**src/rtl/cmdif_pkg.sv**
```systemverilog
package cmdif_pkg;
  localparam int DATA_W    = 16;
  localparam int CODE_W    = 8;
  localparam int NUM_REG   = 3;
  localparam int MAX_WORDS = 3;
  localparam int NUM_ACT   = 2;
  localparam int REG_IDX_W = $clog2(NUM_REG);
  localparam int WIDX_W    = $clog2(MAX_WORDS + 1);

  localparam logic [6:0] REG_BASE = 7'h10;
  localparam logic [6:0] REG_END  = 7'(int'(REG_BASE) + NUM_REG);
  localparam logic [6:0] ACT_BASE = 7'h40;
  localparam logic [6:0] ACT_END  = 7'(int'(ACT_BASE) + NUM_ACT);

  typedef enum logic [1:0] {
    CK_REG_RD  = 2'd0,
    CK_REG_WR  = 2'd1,
    CK_ACTION  = 2'd2,
    CK_UNKNOWN = 2'd3
  } cmd_kind_e;

  // Words per register: register n spans n+1 bus words.
  function automatic int reg_words(int idx);
    return idx + 1;
  endfunction

  // Defined bits of each word; register 0 only owns its low byte.
  function automatic logic [DATA_W-1:0] reg_mask(int idx);
    if (idx == 0) return DATA_W'(16'h00FF);
    return '1;
  endfunction
endpackage

```
**src/rtl/cmdif_decode.sv**
```systemverilog
module cmdif_decode
  import cmdif_pkg::*;
#(
  parameter int CW = CODE_W,
  parameter int RW = REG_IDX_W
) (
  input  logic [CW-1:0] code,
  output cmd_kind_e     kind,
  output logic [RW-1:0] reg_sel
);
  logic [6:0] low;

  always_comb begin
    low     = code[6:0];
    kind    = CK_UNKNOWN;
    reg_sel = '0;
    if (low >= REG_BASE && low < REG_END) begin
      kind    = code[CW-1] ? CK_REG_WR : CK_REG_RD;
      reg_sel = RW'(low - REG_BASE);
    end else if (!code[CW-1] && low >= ACT_BASE && low < ACT_END) begin
      kind = CK_ACTION;
    end
  end
endmodule

```
**src/rtl/cmdif_seq.sv**
```systemverilog
module cmdif_seq
  import cmdif_pkg::*;
#(
  parameter int CW = CODE_W,
  parameter int RW = REG_IDX_W,
  parameter int IW = WIDX_W,
  parameter int MW = MAX_WORDS
) (
  input  logic          clk,
  input  logic          rst_n,
  input  logic          acc_ok,
  input  logic          a0,
  input  logic          wr,
  input  logic          rd,
  input  logic [CW-1:0] code,
  input  cmd_kind_e     kind,
  input  logic [RW-1:0] reg_sel,
  output logic [RW-1:0] cur_reg,
  output logic [IW-1:0] word_idx,
  output logic          we,
  output logic          rd_load,
  output logic          rd_hit,
  output logic          exec_pulse,
  output logic [CW-1:0] exec_code,
  output logic          err_pulse
);
  logic          valid_q, valid_d;
  logic          dirwr_q, dirwr_d;
  logic [RW-1:0] reg_q, reg_d;
  logic [IW-1:0] idx_q, idx_d;
  logic          exec_d, err_d;
  logic [CW-1:0] code_d;
  logic          cmd_stb, dat_wr, dat_rd, match, in_range;

  always_comb begin
    cmd_stb  = acc_ok && wr && a0;
    dat_wr   = acc_ok && wr && !a0;
    dat_rd   = acc_ok && rd && !a0;
    match    = valid_q && ((dat_wr && dirwr_q) || (dat_rd && !dirwr_q));
    in_range = int'(idx_q) < reg_words(int'(reg_q));
    we       = match && dat_wr && in_range;
    rd_hit   = match && dat_rd && in_range;
    rd_load  = dat_rd;
  end

  always_comb begin
    valid_d = valid_q;
    dirwr_d = dirwr_q;
    reg_d   = reg_q;
    idx_d   = idx_q;
    if (cmd_stb) begin
      idx_d   = '0;
      valid_d = (kind == CK_REG_RD) || (kind == CK_REG_WR);
      dirwr_d = (kind == CK_REG_WR);
      reg_d   = reg_sel;
    end else if (match && int'(idx_q) < MW) begin
      idx_d = idx_q + IW'(1);
    end
    exec_d = cmd_stb && (kind == CK_ACTION);
    err_d  = cmd_stb && (kind == CK_UNKNOWN);
    code_d = exec_d ? code : exec_code;
  end

  always_ff @(posedge clk or negedge rst_n) begin
    if (!rst_n) begin
      valid_q    <= 1'b0;
      dirwr_q    <= 1'b0;
      reg_q      <= '0;
      idx_q      <= '0;
      exec_pulse <= 1'b0;
      err_pulse  <= 1'b0;
      exec_code  <= '0;
    end else begin
      valid_q    <= valid_d;
      dirwr_q    <= dirwr_d;
      reg_q      <= reg_d;
      idx_q      <= idx_d;
      exec_pulse <= exec_d;
      err_pulse  <= err_d;
      exec_code  <= code_d;
    end
  end

  assign cur_reg  = reg_q;
  assign word_idx = idx_q;

  // every command phase restarts the word count
  a_r4_idx_restart: assert property (@(posedge clk) disable iff (!rst_n)
    (acc_ok && wr && a0) |=> (word_idx == '0));
  // an error pulse only follows a command write
  a_r7_err_after_cmd: assert property (@(posedge clk) disable iff (!rst_n)
    err_pulse |-> $past(wr && a0));
  // an action pulse only follows a command write, never with an error
  a_r6_exec_after_cmd: assert property (@(posedge clk) disable iff (!rst_n)
    exec_pulse |-> ($past(wr && a0) && !err_pulse));
endmodule

```
**src/rtl/cmdif_regfile.sv**
```systemverilog
module cmdif_regfile
  import cmdif_pkg::*;
#(
  parameter int DW = DATA_W,
  parameter int NR = NUM_REG,
  parameter int MW = MAX_WORDS,
  parameter int RW = REG_IDX_W,
  parameter int IW = WIDX_W
) (
  input  logic          clk,
  input  logic          rst_n,
  input  logic          we,
  input  logic [RW-1:0] sel,
  input  logic [IW-1:0] widx,
  input  logic [DW-1:0] wdata,
  output logic [DW-1:0] rword
);
  logic [DW-1:0] words [NR][MW];

  for (genvar gi = 0; gi < NR; gi++) begin : g_reg
    for (genvar gw = 0; gw < MW; gw++) begin : g_word
      if (gw < reg_words(gi)) begin : g_store
        logic          en;
        logic [DW-1:0] q;
        assign en = we && (sel == RW'(gi)) && (widx == IW'(gw));
        always_ff @(posedge clk or negedge rst_n) begin
          if (!rst_n)  q <= '0;
          else if (en) q <= wdata & DW'(reg_mask(gi));
        end
        assign words[gi][gw] = q;
      end else begin : g_absent
        assign words[gi][gw] = '0;
      end
    end
  end

  always_comb begin
    rword = '0;
    if (int'(sel) < NR && int'(widx) < MW) rword = words[sel][widx];
  end

  // the sequencer never stores past the selected register's width
  a_r5_store_in_range: assert property (@(posedge clk) disable iff (!rst_n)
    we |-> (int'(widx) < reg_words(int'(sel))));
endmodule

```
**src/rtl/cmdport_regif.sv**
```systemverilog
module cmdport_regif
  import cmdif_pkg::*;
#(
  parameter int DW = DATA_W,
  parameter int CW = CODE_W
) (
  input  logic          clk,
  input  logic          rst_n,
  input  logic          bus_a0,
  input  logic          bus_wr,
  input  logic          bus_rd,
  input  logic [1:0]    bus_lanes,
  input  logic [DW-1:0] bus_wdata,
  output logic [DW-1:0] bus_rdata,
  output logic          act_pulse,
  output logic [CW-1:0] act_code,
  output logic          bad_cmd
);
  logic [1:0]           rst_sync;
  logic                 rst_s;
  logic                 acc_ok;
  cmd_kind_e            kind;
  logic [REG_IDX_W-1:0] dec_reg, cur_reg;
  logic [WIDX_W-1:0]    word_idx;
  logic                 we, rd_load, rd_hit;
  logic [DW-1:0]        rword, rdata_d;

  always_ff @(posedge clk or negedge rst_n) begin
    if (!rst_n) rst_sync <= 2'b00;
    else        rst_sync <= {rst_sync[0], 1'b1};
  end
  assign rst_s = rst_sync[1];

  assign acc_ok = (bus_lanes == 2'b11) && (bus_wr ^ bus_rd);

  cmdif_decode #(.CW(CW), .RW(REG_IDX_W)) u_dec (
    .code    (bus_wdata[CW-1:0]),
    .kind    (kind),
    .reg_sel (dec_reg)
  );

  cmdif_seq #(.CW(CW), .RW(REG_IDX_W), .IW(WIDX_W), .MW(MAX_WORDS)) u_seq (
    .clk        (clk),
    .rst_n      (rst_s),
    .acc_ok     (acc_ok),
    .a0         (bus_a0),
    .wr         (bus_wr),
    .rd         (bus_rd),
    .code       (bus_wdata[CW-1:0]),
    .kind       (kind),
    .reg_sel    (dec_reg),
    .cur_reg    (cur_reg),
    .word_idx   (word_idx),
    .we         (we),
    .rd_load    (rd_load),
    .rd_hit     (rd_hit),
    .exec_pulse (act_pulse),
    .exec_code  (act_code),
    .err_pulse  (bad_cmd)
  );

  cmdif_regfile #(.DW(DW), .NR(NUM_REG), .MW(MAX_WORDS), .RW(REG_IDX_W), .IW(WIDX_W)) u_rf (
    .clk   (clk),
    .rst_n (rst_s),
    .we    (we),
    .sel   (cur_reg),
    .widx  (word_idx),
    .wdata (bus_wdata),
    .rword (rword)
  );

  always_comb begin
    rdata_d = bus_rdata;
    if (rd_load) rdata_d = rd_hit ? rword : '0;
  end

  always_ff @(posedge clk or negedge rst_s) begin
    if (!rst_s) bus_rdata <= '0;
    else        bus_rdata <= rdata_d;
  end

  // read data moves only on an edge that samples a read strobe
  a_r12_rdata_hold: assert property (@(posedge clk) disable iff (!rst_s)
    !bus_rd |=> $stable(bus_rdata));
  // an access with partial lanes raises no pulse
  a_r9_partial_silent: assert property (@(posedge clk) disable iff (!rst_s)
    (bus_lanes != 2'b11) |=> (!act_pulse && !bad_cmd));
endmodule

```
**config.mk**
```make
export PLATFORM = sky130hd
export DESIGN_NAME = cmdport_regif
export DESIGN_NICKNAME = d
export VERILOG_FILES = /design/src/rtl/cmdif_pkg.sv /design/src/rtl/cmdif_decode.sv /design/src/rtl/cmdif_seq.sv /design/src/rtl/cmdif_regfile.sv /design/src/rtl/cmdport_regif.sv
export SDC_FILE = /design/constraint.sdc
export NUM_CORES = 1
export LEC_CHECK = 0
export CAP_MARGIN = 0
export CELL_PAD_IN_SITES_DETAIL_PLACEMENT = 1
export CELL_PAD_IN_SITES_GLOBAL_PLACEMENT = 1
export CORE_ASPECT_RATIO = 1.4
export CORE_MARGIN = 1
export CORE_UTILIZATION = 36
export DETAILED_ROUTE_END_ITERATION = 10
export DONT_BUFFER_PORTS = 1
export PLACE_DENSITY_LB_ADDON = 0.1
export SYNTH_ARGS = -nofsm -noshare
export SYNTH_HDL_FRONTEND = slang
export SYNTH_SLANG_ARGS = --single-unit
```
**constraint.sdc**
```tcl
create_clock -name clk -period 4 [get_ports clk]
set_clock_uncertainty 0.05 [all_clocks]
set_input_delay 0.8 -clock clk [delete_from_list [all_inputs] [get_ports clk]]
set_output_delay 0.8 -clock clk [all_outputs]
set_load 0.01 [all_outputs]
```
# [Word level (Yosys, flattened, before mapping)]
# Index checks and enable logic that the tools add are counted.
[op_classes] n_addsub=3 magnitude_cmp=9 n_eq_ne=8 muxes=14 bitwise=3 reduce_logical=38
[ops] op="48-bit binary-select mux with 2-bit select" n=1
[ops] op="48-bit 2-to-1 mux" n=2
[ops] op="16-bit 2-to-1 mux" n=4
[ops] op="16-bit binary-select mux with 2-bit select" n=1
[ops] op="3-bit by 32-bit less-than comparator with 1-bit output" n=1
[ops] op="1-bit logical AND" n=29
[ops] op="2-bit == test, second input constant" n=5
[ops] op="2-bit 2-to-1 mux" n=4
[ops] op="7-bit by 5-bit >= comparator with 1-bit output, second input constant" n=1
[ops] op="7-bit >= comparator, second input constant" n=1
[ops] op="7-bit by 5-bit less-than comparator with 1-bit output, second input constant" n=1
[ops] op="7-bit less-than comparator, second input constant" n=1
[ops] op="2-bit by 1-bit == test with 1-bit output, second input constant" n=3
[ops] op="3-bit >= comparator, second input constant" n=2
[ops] op="2-bit zero test" n=3
[ops] op="2-bit inverter with 3-bit output" n=2
[ops] op="2-bit less-than comparator, second input constant" n=2
[ops] op="2-bit by 1-bit adder with 3-bit output, second input constant" n=1
[ops] op="1-bit zero test" n=3
[ops] op="2-bit by 1-bit adder with 2-bit output, second input constant" n=1
[ops] op="1-bit logical OR" n=2
[ops] op="1-bit 2-to-1 mux" n=2
[ops] op="2-bit nonzero test" n=1
[ops] op="2-bit by 1-bit subtractor with 2-bit output, second input constant" n=1
[ops] op="1-bit bitwise XOR" n=1
[word_totals] ff_bits=122 inputBits=23 word_cells=90

# [Longest topological paths before layout]
# Gate-level depths: netlist of the first run.
[logic_depth] word_depth=11 ltp_mapped=11 depth_no_buf=8

# [Modules after synthesis]
# Synthesis of the first run repeated with hierarchy kept, for this count alone.
[unflattened] cells_unflattened=440 hier_area_um2=5726.7
[by_module_without_submodules] module="cmdif_regfile" instances=1 cells_per_inst=302 area_per_inst_um2=4166.5 seq_area_each_um2=2202.1
[by_module_without_submodules] module="cmdif_seq" instances=1 cells_per_inst=56 area_per_inst_um2=737.0 seq_area_each_um2=400.4
[by_module_without_submodules] module="cmdport_regif" instances=1 cells_per_inst=73 area_per_inst_um2=732.0 seq_area_each_um2=450.4
[by_module_without_submodules] module="cmdif_decode" instances=1 cells_per_inst=9 area_per_inst_um2=91.3 seq_area_each_um2=0.0

# [Worst setup path before layout of the first run]
# No wires, ideal clock.
[synth_timing] path_kind="reg-to-reg" from="register u_seq.reg_q[0] (netlist: u_seq.cur_reg[0])" to="register u_rf.g_reg[1].g_word[0].g_store.q[10]" setup_time_ps=125 arrival_ps=2828 path_slack_ps=997 path_stages_with_launch=12 n_path_buf=3 synth_period_minus_slack_ps=3003 path_cell_list="dfrtp_1 buf_2 clkinv_1 buf_2 ha_1 inv_1 ha_1 o21bai_1 o2111ai_1 nor2_2 buf_4 mux2_2"
[synth_via] elab_chain_len=5
[synth_lines] item="start: declaration" line="cmdif_seq.sv:29" rtl="logic [RW-1:0] reg_q, reg_d;"
[synth_lines] item="start signal: assignment" line="cmdif_seq.sv:76" rtl="reg_q <= reg_d;"
[synth_lines] item="2-bit by 1-bit adder with 3-bit output" line="cmdif_pkg.sv:24" rtl="return idx + 1;"
[synth_lines] item="3-bit by 32-bit less-than comparator with 1-bit output" line="cmdif_seq.sv:40" rtl="in_range = int'(idx_q) < reg_words(int'(reg_q));"
[synth_lines] item="1-bit logical AND" line="cmdif_seq.sv:41" rtl="we = match && dat_wr && in_range;"
[synth_lines] item="1-bit logical AND (*) (2 in series)" line="cmdif_regfile.sv:25" rtl="assign en = we && (sel == RW'(gi)) && (widx == IW'(gw));"
[synth_lines] item="end signal: assignment" line="cmdif_regfile.sv:28" rtl="else if (en) q <= wdata & DW'(reg_mask(gi));"
[synth_lines] item="end: declaration" line="cmdif_regfile.sv:24" rtl="logic [DW-1:0] q;"
# Mark *: on every way between the ends. The rest lies on a longest branch, timed or not.
# A chain may end at the register's enable or synchronous reset.

# [Final worst setup path of the first run]
[layout_timing] from="register u_seq.reg_q[1] (netlist: u_seq.cur_reg[1])" to="register u_rf.g_reg[0].g_word[0].g_store.q[4]"
[layout_via] elab_chain_len=5
[layout_lines] item="2-bit by 1-bit adder with 3-bit output" line="cmdif_pkg.sv:24"
[layout_lines] item="3-bit by 32-bit less-than comparator with 1-bit output" line="cmdif_seq.sv:40"
[layout_lines] item="1-bit logical AND" line="cmdif_seq.sv:41"
[layout_lines] item="1-bit logical AND (*) (2 in series)" line="cmdif_regfile.sv:25"
[layout_lines] item="end signal: assignment" line="cmdif_regfile.sv:28"
[layout_lines] item="end: declaration" line="cmdif_regfile.sv:24"
# Marked as above.

==> out/results.env, run 1 <==
CLOCK_INSERTION_DELAY_WORST_SKEW_PS=420
SYN_AREA_MM2=0.00552
CLK_SINK_COUNT=122
REPORT.FINAL.SETUP_VIOL=0
CORE_MM2=0.0150
SETUP.WORST_PATH.START_CLASS='flip-flop'
INITIAL_ANTENNA_VIOLATION_COUNT=0
CLOCK_INPUT_TRANSITION_AT_THE_SEQUENTIAL_CELLS_OF_THE_WORST_SETUP_AND_HOLD_PATHS_PS=60
NUMPLACEDINSTANCES=604
DIE-WIDTH_UM=107
TIMING.MAX_CAP.VIOLATIONS=0
MAX_SLEW_MARGIN_PCT=40.3
GPL.FINAL_WEIGHTED_CONGESTION=0.770
WORSTPATHMAXFANOUT=18
ROUTED_WL_MM=14.6
FINALNETCOUNT=463
POSTSYNTH.TOPFLOPCELL='sky130_fd_sc_hd__dfrtp_1'
FINAL_CORE_AREA_UTILIZATION_PCT=42.8
MAX_TRANSITION_VIOLS_FINAL=0
STATIC-LEAKAGE-POWER_nW=3.06
GRT_PASS1_VIAS=3955
FLOW.AREA_GROWTH_FROM_SYNTHESIS_PCT=16.2
SYNTH.FF_LATCH_COUNT=122
REGISTER_AREA_MM2=0.00306
FINAL.PERIOD_UTILIZATION_PCT=69.1
POST-SYNTH-TOP-COUNT-CELL='sky130_fd_sc_hd__dfrtp_1'
POWER.IR.VDD_WORST_mV=0.241
FLOORPLAN.DIE_AREA_MM2=0.0158
POSTSYNTHNETCOUNT=454
SYN_AVG_CELL_AREA_UM2=13.1
MAX_CLOCK_FREQ_MHz=362
LARGEST_REGISTER_FF_COUNT=88
DIE_HEIGHT_UM=149
MULTI_INPUT_COMB_AREA_MM2=0.00232
CTS_HOLD_BUFFERS=0
SYNTH.LARGEST_AREA_CELL='sky130_fd_sc_hd__dfrtp_1'
CRIT_TYPE='reg -> reg'
SYNTH-EDFF-COUNT=0
PLACEMENT.IO_BUFFERS=0
FILL_CELL_TOTAL_OF_THE_FINISHED_LAYOUT=1572
DR_TOTAL_VIAS=3539
RUN_STATUS='completed'
TIGHTEST_SLEW_PS=893
CLOCK-ROOT-BUFFER='sky130_fd_sc_hd__clkbuf_16'
SYNTH_TOP_AREA_SHARE_PCT=55.3
CRITPATHCAPTURETYPE='flip-flop'
CP.ARRIVAL_PS=3020
ANTENNA_VIOLATING_NETS_POST_ROUTE=0
FIN_CELLS=636
OVERFLOW=0
REGMOSTFLOPS='u_rf.g.g_word.g_store.q'
REQ_TIME_CRIT_PATH_PS=4250
POST_CTS_RESIZE_COUNT=0
SYN_INST=422
ANTENNA-DIODE-COUNT=0
CELLPOWERDENSITY_mW_PER_MM2=476
FIN_HOLD_WS_PS=21.4
VIASPERCELL=5.56
GRT_FIRST_PASS_WIRELENGTH_MM=23.2
TOTALNEGATIVESETUPSLACK_PS=0
GRT_SETUP_UNREPAIRED='false'
PLACE_HPWL_MM=9.54
CTS.HTREE.LEVELS=4
AVGROUTEDWIREPERCELL_UM=23.0
FINALHOLDVIOLCOUNT=0
SYNTHTOPCELLSBYAREA='sky130_fd_sc_hd__dfrtp_1 (55%), sky130_fd_sc_hd__mux2_2 (18%), sky130_fd_sc_hd__a22oi_1 (3.1%)'
INITIAL_CORE_UTIL_PCT=36.8
SYNTHDISTINCTLIBCELLS=55
CTS-BUFFERS-INSERTED=17
ROUTE.DETAILED.DRC=0
GRTUSAGETOTAL_PCT=20.1
POSTCTSSETUPBUFFERS=0
REG.LARGEST.LIST='u_rf.g.g_word.g_store.q x88, bus_rdata x16, u_seq.exec_code x8'
DRT_ITER0_DRC=147
PLACEMENTROWS=53
YOSYSWARNINGS=0
YOSYSSEQAREASHARE_PCT=55.3
GRT_MAX_DEGREE=62
CTS_MAX_PATH_BUFFERS=2
HOLD_REMOVAL_PATH_CLASS='in -> async'
DRT_PASS1_ITERATIONS=4
ASYNCSETRESETFLOPFRACSYNTH_PCT=100
IO_PINS=49
NETLIST_TOP_CELLS_COUNT='sky130_fd_sc_hd__dfrtp_1 (122), sky130_fd_sc_hd__mux2_2 (88), sky130_fd_sc_hd__a22oi_1 (23)'
FRACTION_OF_FINAL_LAYOUT_CELLS_WITH_DRIVE_STRENGTH_GREATER_THAN_1_PCT=32.9
MIN_PERIOD_PS=2760
CTS_TREE='yes'
## layout make-up
cell class | instances | area share (%)
Sequential cell | 122 | 47.7
Multi-Input combinational cell | 269 | 36.3
Clock buffer | 18 | 6.85
Tap cell | 192 | 3.75
Clock inverter | 14 | 3.43
Timing Repair Buffer | 14 | 1.64
Inverter | 7 | 0.410
## worst max-delay path: stages, from the launching register on
cell and delay (ps):
sky130_fd_sc_hd__dfrtp_1 370, sky130_fd_sc_hd__inv_1 50, sky130_fd_sc_hd__buf_4 220, sky130_fd_sc_hd__ha_1 260
sky130_fd_sc_hd__inv_1 60, sky130_fd_sc_hd__ha_1 250, sky130_fd_sc_hd__o21bai_1 170, sky130_fd_sc_hd__o2111ai_1 230
sky130_fd_sc_hd__nor2_2 560, sky130_fd_sc_hd__mux2_2 410
## cells in the final DEF (no fill, tap or decap), types with 2 or more instances in the layout
cell type	n
sky130_fd_sc_hd__o21ai_0	21
sky130_fd_sc_hd__a22oi_1	23
sky130_fd_sc_hd__ha_1	9
sky130_fd_sc_hd__clkinvlp_4	4
sky130_fd_sc_hd__dfrtp_1	121
sky130_fd_sc_hd__bufinv_16	5
sky130_fd_sc_hd__and2_1	8
sky130_fd_sc_hd__o22ai_1	8
sky130_fd_sc_hd__a221o_1	8
sky130_fd_sc_hd__or3b_1	2
sky130_fd_sc_hd__nor2_2	3
sky130_fd_sc_hd__nand2b_1	2
sky130_fd_sc_hd__buf_4	14
sky130_fd_sc_hd__a22o_1	19
sky130_fd_sc_hd__clkbuf_16	17
sky130_fd_sc_hd__a21boi_0	8
sky130_fd_sc_hd__nor2b_1	2
sky130_fd_sc_hd__mux2_2	88
sky130_fd_sc_hd__nand2_1	7
sky130_fd_sc_hd__o21ai_1	3
sky130_fd_sc_hd__nor2_1	12
sky130_fd_sc_hd__or3_1	2
sky130_fd_sc_hd__o21a_1	10
sky130_fd_sc_hd__clkinv_4	3
sky130_fd_sc_hd__and3_1	7
sky130_fd_sc_hd__inv_1	6
## cells by family after synthesis
kind of cell               synth area share, %
xor gates and xnor gates                 0.159
muxes                                     18.2
DFF                                       55.3
buffers and inverters                     2.56
other                                   0.0679
adders and majority gates                 2.04
AOI/OAI and AO/OA                         14.7
and+or+nand+nor                           6.91
## power breakdown
| part | internal (mW) | leakage (nW) | switching, mW |
|---|---|---|---|
| combinational | 0.0245 | 1.06 | 0.0485 |
| sequential | 1.24 | 1.70 | 0.0228 |
| clock | 1.12 | 0.309 | 0.595 |
## metal layers
layer  global-route usage (%)  wire length [um]  vias up
li1                         -                 -     1589
met3                     4.69               486       22
met1                     22.9              6030     1864
met5                        0                 0        -
met2                     35.9              7830       64
met4                     7.67               279        0
## stage by stage
stage | cell area, um^2 | power (mW) | worst slack (ps)
6_report | 6410 | 3.05 | 1240
5_1_grt | 6410 | 3.15 | 1080
4_1_cts | 6410 | 3.09 | 1220
3_5_place_dp | 5750 | 1.36 | 1220
3_3_place_gp | 5750 | 1.36 | 1300
2_1_floorplan | 5520 | 1.33 | 299
## final timing paths
check	startpoint	to	slack (ps)	depth (start not counted)
worst min register to register	rst_sync[0]	rst_sync[1]	310	0
min in group clk	rst_sync[0]	rst_sync[1]	310	0
worst max register to register	u_seq.cur_reg[1]	u_rf.g_reg[0].g_word[0].g_store.q[4]	1240	9
worst min-delay path	rst_n	rst_sync[0]	20	0
max in group asynchronous	rst_sync[1]	bus_rdata[13]	2550	1
worst max-delay path	u_seq.cur_reg[1]	u_rf.g_reg[0].g_word[0].g_store.q[4]	1240	9
No activity file was read; power rests on OpenSTA's default activity.
==> run 2: changes to the inputs <==
==> constraint.sdc (replaced) <==
create_clock -name clk -period 2.6 [get_ports clk]
set_clock_uncertainty 0.05 [all_clocks]
set_input_delay 0.52 -clock clk [delete_from_list [all_inputs] [get_ports clk]]
set_output_delay 0.52 -clock clk [all_outputs]
set_load 0.01 [all_outputs]
==> out/results.env, run 2 (synthesis gave the netlist of run 1 again) <==
CTS_MAX_PATH_BUFFERS=2  # unchanged
FLOORPLAN.DIE_AREA_MM2=0.0158  # unchanged
RUN_STATUS='completed'
REG.LARGEST.LIST='u_rf.g.g_word.g_store.q x88, bus_rdata x16, u_seq.exec_code x8'
FINAL.PERIOD_UTILIZATION_PCT=90.7  # +22 points
MIN_PERIOD_PS=2360  # -406 ps
HOLDCRITSTARTPOINT='bus_wdata[12]'
POSTCTSSETUPBUFFERS=0  # unchanged
GRT_FIRST_PASS_WIRELENGTH_MM=23.3  # +0.42%
CTS-BUFFERS-INSERTED=17  # unchanged
OVERFLOW=0  # unchanged
POWER.IR.VDD_WORST_mV=0.294  # +22%
MAX_CLOCK_FREQ_MHz=424  # +17%
MAX_SLEW_MARGIN_PCT=50.2  # +9.9 points
CLOCK-ROOT-BUFFER='sky130_fd_sc_hd__clkbuf_16'
DIE-WIDTH_UM=107  # unchanged
ROUTE.DETAILED.DRC=0  # unchanged
FIN_HOLD_WS_PS=205  # +184 ps
CELLPOWERDENSITY_mW_PER_MM2=663  # +39%
CP_SLOWEST_CELL='sky130_fd_sc_hd__dfrtp_2'
DRT_ITER0_DRC=115  # -22%
HOLD_REMOVAL_PATH_CLASS='in -> reg'
TIGHTEST_SLEW_PS=747  # -146 ps
DIE_HEIGHT_UM=149  # unchanged
CRITICAL_PATH_S_MOST_FREQUENT_CELL='sky130_fd_sc_hd__ha_4'
PLACEMENTROWS=53  # unchanged
LAYOUT.CELLS.MOST_COMMON_LIST='sky130_fd_sc_hd__dfrtp_1 (120), sky130_fd_sc_hd__mux2_2 (88), sky130_fd_sc_hd__a22oi_1 (23)'
FINALHOLDVIOLCOUNT=0  # unchanged
CLOCK_INSERTION_DELAY_WORST_SKEW_PS=410  # about the same
WORST_HOLD_PATH_ENDPOINT='u_rf.g_reg[2].g_word[1].g_store.q[12]'
CORE_MM2=0.0150  # unchanged
PLACEMENT.IO_BUFFERS=0  # unchanged
CTS_TREE='yes'
CLK_SINK_COUNT=122  # unchanged
GRT_SETUP_UNREPAIRED='false'
REPORT.FINAL.SETUP_VIOL=0  # unchanged
INITIAL_ANTENNA_VIOLATION_COUNT=0  # unchanged
CLOCK_INPUT_TRANSITION_AT_THE_SEQUENTIAL_CELLS_OF_THE_WORST_SETUP_AND_HOLD_PATHS_PS=60  # about the same
MAX_TRANSITION_VIOLS_FINAL=0  # unchanged
TIMING.MAX_CAP.VIOLATIONS=0  # unchanged
GPL.FINAL_WEIGHTED_CONGESTION=0.812  # +5.4%
CRITPATHCAPTURETYPE='flip-flop'
LAYOUT_COMMONEST_CELL='sky130_fd_sc_hd__dfrtp_1'
DRT_PASS1_ITERATIONS=4  # unchanged
FLOW.AREA_GROWTH_FROM_SYNTHESIS_PCT=17.8
GRT_PASS1_VIAS=3897  # -1.5%
STATIC-LEAKAGE-POWER_nW=3.10  # +1.1%
DR_TOTAL_VIAS=3634  # +2.7%
REGMOSTFLOPS='u_rf.g.g_word.g_store.q'
WORST_R2R_STARTPOINT='u_seq.cur_reg[0]'
TOTALNEGATIVESETUPSLACK_PS=0  # unchanged
REG2REG_SETUP_SLACK_PS=240  # -990 ps
CRITPATHMAXSTAGEDELAY_PS=390  # -170 ps
FINALNETCOUNT=473  # +2.2%
VIASPERCELL=5.63  # +1.1%
CRITICAL_PATH.CELL_CHAIN='clkinv_4 > ha_4 > inv_2 > ha_4 > o21bai_1 > o2111ai_2 > nor2_2 > buf_4 > mux2_2'
HOLD_PATH_STAGES=1
CP.ARRIVAL_PS=2600  # -420 ps
REQ_TIME_CRIT_PATH_PS=2840  # -1410 ps
ANTENNA-DIODE-COUNT=0  # unchanged
REGTOREGENDPOINT='u_rf.g_reg[0].g_word[0].g_store.q[6]'
IO_PINS=49  # unchanged
LARGEST_REGISTER_FF_COUNT=88  # unchanged
INITIAL_CORE_UTIL_PCT=36.8  # unchanged
CRIT_TYPE='reg -> reg'
WORSTPATHMAXFANOUT=8  # -10
WORST_R2R_PATH_DEPTH=9  # unchanged
CTS.HTREE.LEVELS=4  # unchanged
SETUP.WORST_PATH.START_CLASS='flip-flop'
ROUTED_WL_MM=14.6  # -0.44%
FRACTION_OF_FINAL_LAYOUT_CELLS_WITH_DRIVE_STRENGTH_GREATER_THAN_1_PCT=35.5  # +2.6 points
GRTUSAGETOTAL_PCT=20.0  # -0.051 points
GRT_MAX_DEGREE=50  # -19%
ANTENNA_VIOLATING_NETS_POST_ROUTE=0  # unchanged
AVGROUTEDWIREPERCELL_UM=22.5  # -2.0%
PLACE_HPWL_MM=9.81  # +2.8%
## run 2: cell types whose count changed in the layout (fill, tap and decap cells not counted), moves of 3 or more
cell | previous run | this run
sky130_fd_sc_hd__buf_12 | 0 | 5
sky130_fd_sc_hd__buf_4 | 14 | 18
sky130_fd_sc_hd__bufinv_16 | 5 | 1
sky130_fd_sc_hd__clkinv_2 | 1 | 4
## run 2: how the worst max path moves through the flow
stage | startpoint | endpoint | slack, ps | depth (start not counted)
CTS | u_seq.cur_reg[0] | bus_rdata[8] | 240 | 7
floorplan | u_seq.cur_reg[0] | u_rf.g_reg[2].g_word[0].g_store.q[10] | 1 | 11
detailed placement | u_seq.cur_reg[0] | bus_rdata[11] | 230 | 7
global placement | u_seq.cur_reg[0] | u_rf.g_reg[0].g_word[0].g_store.q[2] | 320 | 9
global route | u_seq.cur_reg[1] | u_rf.g_reg[0].g_word[0].g_store.q[2] | 160 | 9
finish | u_seq.cur_reg[0] | u_rf.g_reg[0].g_word[0].g_store.q[6] | 240 | 9
## run 2: metrics by stage
step           instance area [um^2]  cells  setup slack [ps]  power, mW  util [%]
4_1_cts                        6500    646               239       4.37      43.4
3_3_place_gp                   5930    613               319       2.11      39.6
6_report                       6500    646               241       4.31      43.4
2_1_floorplan                  5600    422              1.09       2.06         -
3_5_place_dp                   5930    613               234       2.11      39.6
5_1_grt                        6500    646               156       4.48      43.4
## run 2: layout make-up
class                      count  area (um^2)
clock buffer                  18          439
clock inverter                14          124
fill                        1586         8480
inverter                       7         31.3
multi-input combinational    269         2370
sequential                   122         3060
tap                          192          240
timing repair buffer          24          245
## run 2: critical path: cells and delay by family (launching register included)
kind	cells	cell delay [ps]
AO/OA/AOI/OAI	2	510
adder cells (fa/ha/maj)	2	470
flip-flops	1	390
multiplexers	1	350
buffers and inverters	3	310
AND/OR/NAND/NOR	1	160
## run 2: timing repair
item                                   CTS  global route
resized for setup                        0             0
hold buffers                             1             0
endpoints found under the hold margin    2             0
## run 2: per-layer routing
| metal | global-route usage [%] | part of all wire, % |
|---|---|---|
| met2 | 33.6 | 52 |
| met4 | 8.15 | 2.4 |
| met3 | 4.38 | 3.1 |
| met1 | 24.8 | 43 |
| met5 | 0 | 0 |
## run 2: power by group
part	switching [mW]	internal (mW)	total, mW
combinational	0.0928	0.0528	0.146
sequential	0.0254	1.91	1.93
clock	0.896	1.34	2.24
